<file path="src/rtl/fpl_pkg.sv">
package fpl_pkg;

    typedef enum logic [2:0] {
        ST_IDLE,
        ST_ISSUE,
        ST_AWAIT,
        ST_COMMIT,
        ST_REJECT
    } fpl_state_e;

    typedef struct packed {
        logic dbl;
        logic indexed;
    } fpl_op_t;

    localparam int SP_W      = 32;
    localparam int SP_EXP_W  = 8;
    localparam int SP_FRAC_W = 23;
    localparam int DP_W      = 64;
    localparam int DP_EXP_W  = 11;
    localparam int DP_FRAC_W = 52;
    localparam int BIAS_GAP  = 896;

endpackage

</file>
<file path="src/rtl/fpl_ea_adder.sv">
module fpl_ea_adder #(
    parameter int AW     = 64,
    parameter int DISP_W = 16
) (
    input  logic              use_index,
    input  logic [DISP_W-1:0] disp,
    input  logic [AW-1:0]     base,
    input  logic [AW-1:0]     index,
    output logic [AW-1:0]     sum
);
    logic [AW-1:0] disp_ext;
    logic [AW-1:0] addend;

    assign disp_ext = {{(AW-DISP_W){disp[DISP_W-1]}}, disp};
    assign addend   = use_index ? index : disp_ext;
    assign sum      = base + addend;
endmodule

</file>
<file path="src/rtl/fpl_lzc.sv">
module fpl_lzc #(
    parameter int W  = 23,
    parameter int CW = $clog2(W + 1)
) (
    input  logic [W-1:0]  vec,
    output logic [CW-1:0] count
);
    always_comb begin
        count = CW'(W);
        for (int i = 0; i < W; i++) begin
            if (vec[i]) begin
                count = CW'(W - 1 - i);
            end
        end
    end
endmodule

</file>
<file path="src/rtl/fpl_sp_to_dp.sv">
module fpl_sp_to_dp
    import fpl_pkg::*;
(
    input  logic [SP_W-1:0] sp,
    output logic [DP_W-1:0] dp
);
    localparam int LZ_W  = $clog2(SP_FRAC_W + 1);
    localparam int PAD_W = DP_FRAC_W - SP_FRAC_W;

    logic                 sgn;
    logic [SP_EXP_W-1:0]  exp_s;
    logic [SP_FRAC_W-1:0] frac_s;
    logic [LZ_W-1:0]      lz;
    logic [SP_FRAC_W-1:0] frac_norm;
    logic [DP_EXP_W-1:0]  exp_norm;
    logic [DP_EXP_W-1:0]  exp_denorm;

    assign sgn    = sp[SP_W-1];
    assign exp_s  = sp[SP_W-2 -: SP_EXP_W];
    assign frac_s = sp[SP_FRAC_W-1:0];

    fpl_lzc #(.W(SP_FRAC_W), .CW(LZ_W)) u_lzc (
        .vec   (frac_s),
        .count (lz)
    );

    assign frac_norm  = frac_s << (lz + LZ_W'(1));
    assign exp_norm   = {{(DP_EXP_W-SP_EXP_W){1'b0}}, exp_s} + DP_EXP_W'(BIAS_GAP);
    assign exp_denorm = DP_EXP_W'(BIAS_GAP) - {{(DP_EXP_W-LZ_W){1'b0}}, lz};

    always_comb begin
        if (exp_s == {SP_EXP_W{1'b1}}) begin
            dp = {sgn, {DP_EXP_W{1'b1}}, frac_s, {PAD_W{1'b0}}};
        end else if (exp_s == '0 && frac_s == '0) begin
            dp = {sgn, {(DP_W-1){1'b0}}};
        end else if (exp_s == '0) begin
            dp = {sgn, exp_denorm, frac_norm, {PAD_W{1'b0}}};
        end else begin
            dp = {sgn, exp_norm, frac_s, {PAD_W{1'b0}}};
        end
    end
endmodule

</file>
<file path="src/rtl/fpl_postinc_unit.sv">
module fpl_postinc_unit
    import fpl_pkg::*;
#(
    parameter int AW     = 64,
    parameter int DISP_W = 16,
    parameter int IDX_W  = 5
) (
    input  logic              clk,
    input  logic              rst_n,
    input  logic              in_valid,
    output logic              in_ready,
    input  logic [1:0]        in_op,
    input  logic [IDX_W-1:0]  in_base_idx,
    input  logic [IDX_W-1:0]  in_fpr_idx,
    input  logic [DISP_W-1:0] in_disp,
    input  logic [AW-1:0]     base_val,
    input  logic [AW-1:0]     index_val,
    output logic              mem_req_valid,
    input  logic              mem_req_ready,
    output logic [AW-1:0]     mem_req_addr,
    output logic              mem_req_dword,
    input  logic              mem_rsp_valid,
    input  logic [DP_W-1:0]   mem_rsp_data,
    output logic              fpr_we,
    output logic [IDX_W-1:0]  fpr_waddr,
    output logic [DP_W-1:0]   fpr_wdata,
    output logic              gpr_we,
    output logic [IDX_W-1:0]  gpr_waddr,
    output logic [AW-1:0]     gpr_wdata,
    output logic              bad_form
);
    fpl_state_e state_q, state_d;
    fpl_op_t    op_in, op_q;
    logic [IDX_W-1:0] ra_q, frt_q;
    logic [AW-1:0]    base_q, sum_q, sum_d;
    logic [DP_W-1:0]  data_q, widened;
    logic             accept, ra_zero;

    assign op_in   = fpl_op_t'(in_op);
    assign accept  = in_valid && (state_q == ST_IDLE);
    assign ra_zero = (in_base_idx == '0);

    fpl_ea_adder #(.AW(AW), .DISP_W(DISP_W)) u_adder (
        .use_index (op_in.indexed),
        .disp      (in_disp),
        .base      (base_val),
        .index     (index_val),
        .sum       (sum_d)
    );

    fpl_sp_to_dp u_widen (
        .sp (data_q[SP_W-1:0]),
        .dp (widened)
    );

    // state register
    always_ff @(posedge clk) begin
        if (!rst_n) begin
            state_q <= ST_IDLE;
        end else begin
            state_q <= state_d;
        end
    end

    // next-state logic
    always_comb begin
        state_d = state_q;
        unique case (state_q)
            ST_IDLE:   if (in_valid) state_d = ra_zero ? ST_REJECT : ST_ISSUE;
            ST_ISSUE:  if (mem_req_ready) state_d = ST_AWAIT;
            ST_AWAIT:  if (mem_rsp_valid) state_d = ST_COMMIT;
            ST_COMMIT: state_d = ST_IDLE;
            ST_REJECT: state_d = ST_IDLE;
            default:   state_d = ST_IDLE;
        endcase
    end

    // operand and data capture
    always_ff @(posedge clk) begin
        if (!rst_n) begin
            op_q   <= '0;
            ra_q   <= '0;
            frt_q  <= '0;
            base_q <= '0;
            sum_q  <= '0;
            data_q <= '0;
        end else begin
            if (accept) begin
                op_q   <= op_in;
                ra_q   <= in_base_idx;
                frt_q  <= in_fpr_idx;
                base_q <= base_val;
                sum_q  <= sum_d;
            end
            if (state_q == ST_AWAIT && mem_rsp_valid) begin
                data_q <= mem_rsp_data;
            end
        end
    end

    // outputs
    always_comb begin
        in_ready      = 1'b0;
        mem_req_valid = 1'b0;
        fpr_we        = 1'b0;
        gpr_we        = 1'b0;
        bad_form      = 1'b0;
        unique case (state_q)
            ST_IDLE:   in_ready      = 1'b1;
            ST_ISSUE:  mem_req_valid = 1'b1;
            ST_AWAIT:  ;
            ST_COMMIT: begin
                fpr_we = 1'b1;
                gpr_we = 1'b1;
            end
            ST_REJECT: bad_form = 1'b1;
            default:   ;
        endcase
    end

    assign mem_req_addr  = base_q;
    assign mem_req_dword = op_q.dbl;
    assign fpr_waddr     = frt_q;
    assign fpr_wdata     = op_q.dbl ? data_q : widened;
    assign gpr_waddr     = ra_q;
    assign gpr_wdata     = sum_q;
endmodule

</file>
<file path="config.mk">
export PLATFORM = sky130hd
export DESIGN_NAME = fpl_postinc_unit
export DESIGN_NICKNAME = d
export VERILOG_FILES = /design/src/rtl/fpl_pkg.sv /design/src/rtl/fpl_ea_adder.sv /design/src/rtl/fpl_lzc.sv /design/src/rtl/fpl_sp_to_dp.sv /design/src/rtl/fpl_postinc_unit.sv
export SDC_FILE = /design/constraint.sdc
export NUM_CORES = 1
export LEC_CHECK = 0
export ABC_AREA = 1
export BUFFER_PORTS_ARGS = -buffer_cell sky130_fd_sc_hd__buf_2
export CORE_MARGIN = 2
export CORE_UTILIZATION = 50
export CTS_BUF_LIST = sky130_fd_sc_hd__clkbuf_4 sky130_fd_sc_hd__clkbuf_8
export DETAILED_ROUTE_END_ITERATION = 6
export PLACE_DENSITY_LB_ADDON = 0.3
export REMOVE_ABC_BUFFERS = 1
export SKIP_LAST_GASP = 1
export SYNTH_ARGS = -nofsm -noshare
export SYNTH_HDL_FRONTEND = slang
export SYNTH_SLANG_ARGS = --single-unit
</file>
<file path="constraint.sdc">
create_clock -name clk -period 5.3 [get_ports clk]
set_input_delay 1.06 -clock clk [delete_from_list [all_inputs] [get_ports clk]]
set_output_delay 1.06 -clock clk [all_outputs]
set_load 0.01 [all_outputs]
</file>
* Word level (Yosys, flattened, before mapping)
Index checks and enable logic that the tools add are counted.
Storage, ports and cells: output and inout port bits 208, bits in writable memories 0, latch bits 0, word-level logic and storage cells 65, bits of input ports 225, bits in registers 206, memories kept 0, ROM bits 0
Cells by class: add/sub/neg operators 4, multipliers 0, $lt $le $gt $ge 0, shift operators 1, reduce and logical (&&, ||, !) cells 8, mux-type cells 37, eq/ne operators 8, bitwise logic cells 0, div/mod/pow operators 0
Operators by type and width (number):
- 2-to-1 mux 63 bit | 3
- 2-to-1 mux 64 bit | 2
- 2-to-1 mux 5 bit | 22
- adder 64 bit | 1
- zero test 23 bit | 1
- << shifter 23 x 5 -> 23 bit | 1
- 2-to-1 mux 3 bit | 4
- adder 8 x 10 -> 11 bit, second input constant | 1
- subtractor 10 x 5 -> 11 bit, first input constant | 1
- case mux 3 bit (3 select lines) | 1
- equality test 8 bit, second input constant | 1
- zero test 8 bit | 1
- equality test 3 x 2 -> 1 bit, second input constant | 2
- != test 2 bit, second input constant | 3
- adder 5 x 1 -> 5 bit, second input constant | 1
- zero test 5 bit | 1
- 2-to-1 mux 1 bit | 5
- equality test 3 x 1 -> 1 bit, second input constant | 1
- equality test 3 bit, second input constant | 1
- logical AND 1 bit | 3
- zero test 3 bit | 1
- AND reduction 3 bit | 1

* Logic depth before layout (Yosys ltp)
depth in word-level cells 29, depth in mapped cells 37

* Cells and area by module
From an unflattened synthesis, not the netlist that was laid out.
Second synthesis, totals: cells, all modules 3052, area, all modules 17050.1 µm²
Modules (own cells, without submodules):
- fpl_postinc_unit | sequential area each 4124.0 µm², cells each 1129, instances 1, area each 8105.3 µm²
- fpl_ea_adder | sequential area each 0.0 µm², cells each 1448, instances 1, area each 6626.4 µm²
- fpl_sp_to_dp | sequential area each 0.0 µm², cells each 408, instances 1, area each 1995.7 µm²
- fpl_lzc | sequential area each 0.0 µm², cells each 67, instances 1, area each 322.8 µm²

* Worst setup path after synthesis
OpenSTA, ideal clock, no wires.
kind register to output, from register data_q[0], to output fpr_wdata[43], slack 1.062 ns, arrival 3.178 ns, data required time 4.240 ns, path buffers 3, stages on the path, launching flop included 34, cells stage by stage dfxtp_1 nand2_1 nand2_1 nand2_1 nand2_1 nand2_1 nand2_1 nand2_1 nand2_1 nand2_1 nand2_1 nand2_1 nand2_1 nand2_1 nand2_1 nand2_1 nand2_1 nand2_1 nand2_1 nand2_2 nand2_4 nand2_4 buf_6 buf_6 ha_1 or2_2 nand2_1 inv_2 clkbuf_1 nand3_1 nand3_1 nand3_1 o21ai_1 o21ai_1
Between the ends: cells in the longest elaborated chain, start to end 29, elaborated cells on any way between the ends 31, classes of those cells 1 x add/sub; 1 x shift; 27 x mux; 2 x reduce/logical
RTL lines:
- from (decl) | line fpl_postinc_unit.sv:36 | logic [DP_W-1:0] data_q, widened;
- from (signal assigned) | line fpl_postinc_unit.sv:96 | data_q <= mem_rsp_data;
- 2-to-1 mux 1 bit | line fpl_lzc.sv:11 | if (vec[i]) begin
- 2-to-1 mux 5 bit (22 in a row) | line fpl_lzc.sv:11
- adder 5 x 1 -> 5 bit | line fpl_sp_to_dp.sv:27 | assign frac_norm = frac_s << (lz + LZ_W'(1));
- << shifter 23 x 5 -> 23 bit | line fpl_sp_to_dp.sv:27
- 2-to-1 mux 63 bit | line fpl_sp_to_dp.sv:36 | end else if (exp_s == '0) begin
- 2-to-1 mux 63 bit (*) | line fpl_sp_to_dp.sv:34 | end else if (exp_s == '0 && frac_s == '0) begin
- 2-to-1 mux 63 bit (*) | line fpl_sp_to_dp.sv:32 | if (exp_s == {SP_EXP_W{1'b1}}) begin
- 2-to-1 mux 64 bit (*) | line fpl_postinc_unit.sv:124 | assign fpr_wdata = op_q.dbl ? data_q : widened;
- to (decl) | line fpl_postinc_unit.sv:26 | output logic [DP_W-1:0] fpr_wdata,
Every way passes the cells marked *; elsewhere a longest branch is shown, timed or not.

* Final worst setup path
from register data_q[1], to output fpr_wdata[49]
Between the ends: cells in the longest elaborated chain, start to end 28, elaborated cells on any way between the ends 30, classes of those cells 1 x add/sub; 1 x shift; 26 x mux; 2 x reduce/logical
RTL lines (line):
- 2-to-1 mux 5 bit (22 in a row) | fpl_lzc.sv:11
- adder 5 x 1 -> 5 bit | fpl_sp_to_dp.sv:27
- << shifter 23 x 5 -> 23 bit | fpl_sp_to_dp.sv:27
- 2-to-1 mux 63 bit | fpl_sp_to_dp.sv:36
- 2-to-1 mux 63 bit (*) | fpl_sp_to_dp.sv:34
- 2-to-1 mux 63 bit (*) | fpl_sp_to_dp.sv:32
- 2-to-1 mux 64 bit (*) | fpl_postinc_unit.sv:124
Marks and branches as above.

==> Implementation_results.wiki <==
{| class="wikitable"
! Metric !! Value
|-
| Combinational family with the most area after synthesis || simple AND/OR/NAND/NOR gates
|-
| Number of setup violations in the final report || 0
|-
| Highest Clock Rate || 202 MHz
|-
| Fillers || 2859
|-
| Full die area || 0.0302 mm2
|-
| Final net count || 3023
|-
| Die H || 174 um
|-
| Number of antenna violations at the first check in global routing || 3
|-
| Number of library cell types mapped by synthesis || 54
|-
| Root buf cell || clkbuf_8
|-
| Hold WS || 477 ps
|-
| Most area-consuming cells after synthesis || dfxtp_1 (29%), nand2_1 (12%), nor2_1 (9.3%), o21ai_0 (8.3%), inv_1 (7.9%)
|-
| Most used flip-flop cell after synthesis || dfxtp_1
|-
| Minimum setup slack in the final design || 343 ps
|-
| Fraction of the yosys area taken by sequential cells || 0.286
|-
| Placed instance count || 3068
|-
| Fraction of synthesized cell area taken by the top area cell type || 0.286
|-
| Capturing element type of the critical path || output port
|-
| Final std cells w/o fill || 3144
|-
| Adder and majority gate portion of the synthesized area || 0.0578
|-
| Proportion of register bits with asynchronous set or reset after synthesis || 0
|-
| Area of the core region || 0.0285 mm2
|-
| Synthesized instance count || 2336
|-
| Static leakage || 9.74 nW
|-
| GR Util All Layers || 0.343
|-
| Top routing layer used || met4
|-
| Final WL || 54.3 mm
|-
| Number of storage elements in the synthesis netlist || 206
|-
| Deepest clock path buffer count || 3
|-
| Wire length of the first global-routing pass || 84.6 mm
|-
| EDFF count, synth || 0
|-
| Minimum clock period after layout || 4960 ps
|-
| Top-Level Pins || 433
|-
| Post-detailed-placement half-perimeter wirelength || 41.7 mm
|-
| Die width || 174 um
|-
| Worst VDD drop || 0.000415 V
|-
| Number of CTS-inserted buffers || 38
|-
| Initial core utilization || 0.505
|-
| Slew Limit Headroom || 0.223
|-
| Cell type with the highest aggregate area in the netlist || dfxtp_1
|-
| Highest fanout seen on the critical path || 18
|-
| Max-slew violation total from the final report || 0
|-
| R2R Setup Slk || 2780 ps
|-
| Layout Skew || 37.8 ps
|-
| Most common library cells after synthesis || nand2_1 (453), nor2_1 (357), inv_1 (303), o21ai_0 (239), dfxtp_1 (206)
|-
| Actual transition at the worst max-transition pin || 1160 ps
|-
| Cell with the most instances after synthesis || nand2_1
|-
| Worst slack after detailed placement || 563 ps
|-
| Number of design rule violations left after detail routing || 0
|-
| Number of nets with antenna violations after routing || 0
|-
| Crit path kind || reg2out
|-
| Fraction of the cycle the final worst path needs || 0.935
|-
| Violation count after the first detailed-route iteration || 1245
|-
| Wire length on met2 || 25.6 mm
|-
| Outcome || finished, final reports clean
|-
| Min-delay src || data_q[45]
|-
| TritonCTS clock tree || built
|-
| Non-Filler Cell Area, Final || 0.0179 mm2
|-
| Reg area || 0.00413 mm2
|-
| Critical Path Start || data_q[1]
|-
| # H-tree levels || 2
|-
| Xor and xnor area share after synthesis || 0.0237
|-
| Longest individual stage delay on the worst path || 330 ps
|-
| Leftover overflow at the end of global routing || 0
|-
| Gp weighted congestion || 1.03
|-
| Synth Area in Compound Gates || 0.229
|-
| Startpoint of the worst register-to-register path || state_q[2]
|-
| Data required time at the worst endpoint || 4240 ps
|-
| Layout area overhead || 24.0%
|-
| Final hold violation count || 0
|-
| Mux cell area share after synthesis || 0
|-
| Clock Latency Late Sink || 540 ps
|-
| Number of vias per cell after detailed routing || 5.43
|-
| Count of buffers inserted at the top-level ports || 432
|-
| Multi-input gate area in the final layout || 0.00873 mm2
|-
| Met3 wire length || 4.04 mm
|-
| Critical path's slowest cell || dfxtp_1
|-
| Vias post-DR || 17100
|-
| Synth warnings || 0
|-
| Netlist area before placement || 0.0144 mm2
|-
| Simple-Gate Fraction of Synth Area || 0.292
|-
| Critical Path Most Common Cell || nand2_1
|-
| Placed instance area || 0.0168 mm2
|-
| Clock-pin slew reported for the worst setup and hold paths after clock tree synthesis || 60 ps
|-
| Maximum number of pins on one net before global-route repair || 109
|-
| First-pass iteration count of the detailed router || 7
|-
| Std-Cell Rows || 62
|-
| Arrival time reported for the critical path endpoint || 3900 ps
|-
| Post-detailed-route wirelength per cell || 17.3 um
|-
| Count of clock tree sinks || 206
|-
| Critical Path Source Type || register
|-
| Min-delay worst type || reg2reg
|-
| Layout cells sized above 1 || 0.209
|-
| Average footprint of a synthesized cell || 6.17 um2
|-
| Power density relative to cell area || 756 mW/mm2
|-
| Final core occ || 0.626
|-
| Met1 WL || 22.2 mm
|-
| Total of max-cap violations || 0
|-
| Number of global-route vias before repair || 16200
|}
==> where the power goes <==
group / switching (mW) / total (mW) / internal [mW]
logic: 6.06 / 9.23 / 3.18
registers: 0.361 / 2.51 / 2.15
clock network: 0.707 / 1.77 / 1.06
==> timing repair <==
action | CTS | global route
resized for setup | 0 | 17
setup endpoints to repair | 0 | 23
hold buffers | 0 | 0
setup buffers | 0 | 7
hold endpoints to repair | 0 | 0
==> layout make-up <==
| class | instances | area share |
|---|---|---|
| diodes | 3 | 0.000420 |
| clock buffers | 59 | 0.0430 |
| clock inverters | 6 | 0.00588 |
| inverters | 308 | 0.0654 |
| multi-input cells | 1713 | 0.489 |
| flip-flops and latches | 206 | 0.231 |
| well taps | 384 | 0.0269 |
| repair buffers | 465 | 0.139 |
==> per-layer routing <==
layer  up-vias  track usage
met5         -            0
met4         0        0.157
met3       124       0.0629
met2       739        0.585
met1      7796        0.421
li1       8424            -
==> logic make-up after synthesis <==
group           after synthesis
buf+inv                     417
flops                       206
compound gates              582
fa+ha+maj                    66
simple gates               1026
xor+xnor                     39
==> state kept, by name (all words and copies together), names as in the netlist <==
signal	flops
state_q	3
mem_req_dword	1
fpr_waddr	5
mem_req_addr	64
data_q	64
gpr_wdata	64
gpr_waddr	5
==> per-stage QoR <==
step | power (mW) | TNS [ps]
detailed placement | 11.1 | 0
CTS | 12.9 | 0
finish | 13.5 | 0
floorplan | 7.86 | -361170
global placement | 11.2 | 0
global route | 14.5 | -2.91
==> cell usage in the layout (no fill, tap or decap), types with 3 or more instances in the layout <==
cell	netlist	layout
a21o_1	3	3
a21oi_1	160	159
a21oi_2	6	7
a31oi_1	39	39
and2_1	4	4
buf_12	0	3
buf_2	6	431
buf_4	1	27
bufinv_16	0	3
clkbuf_4	0	7
clkbuf_8	0	52
clkinv_2	0	3
dfxtp_1	206	205
diode_2	0	3
ha_1	65	64
inv_1	303	302
inv_4	0	3
nand2_1	453	450
nand2_2	4	7
nand3_1	158	156
nand3_2	1	3
nand4_1	14	14
nor2_1	357	354
nor2_2	1	3
nor3_1	14	14
nor4_1	6	6
o211ai_1	29	29
o21a_1	12	12
o21ai_0	239	238
o21ai_1	30	31
o21ai_2	5	5
o21bai_1	32	32
o221ai_1	8	8
o31ai_1	3	3
or2_2	5	5
xnor2_1	17	17
xor2_1	22	22
==> final timing paths <==
check	to	cells past startpoint
min	data_q[45]	2
max	fpr_wdata[49]	34
min reg2reg	data_q[45]	2
max reg2reg	gpr_wdata[14]	10
==> critical path, delay by kind of cell (launching register included) <==
kind / cells / cell delay, ps
AND/OR/NAND/NOR: 30 / 2390
buffers and inverters: 3 / 420
flip-flops: 1 / 330
adder cells (fa/ha/maj): 1 / 200
(Power assumes the default switching activity.)
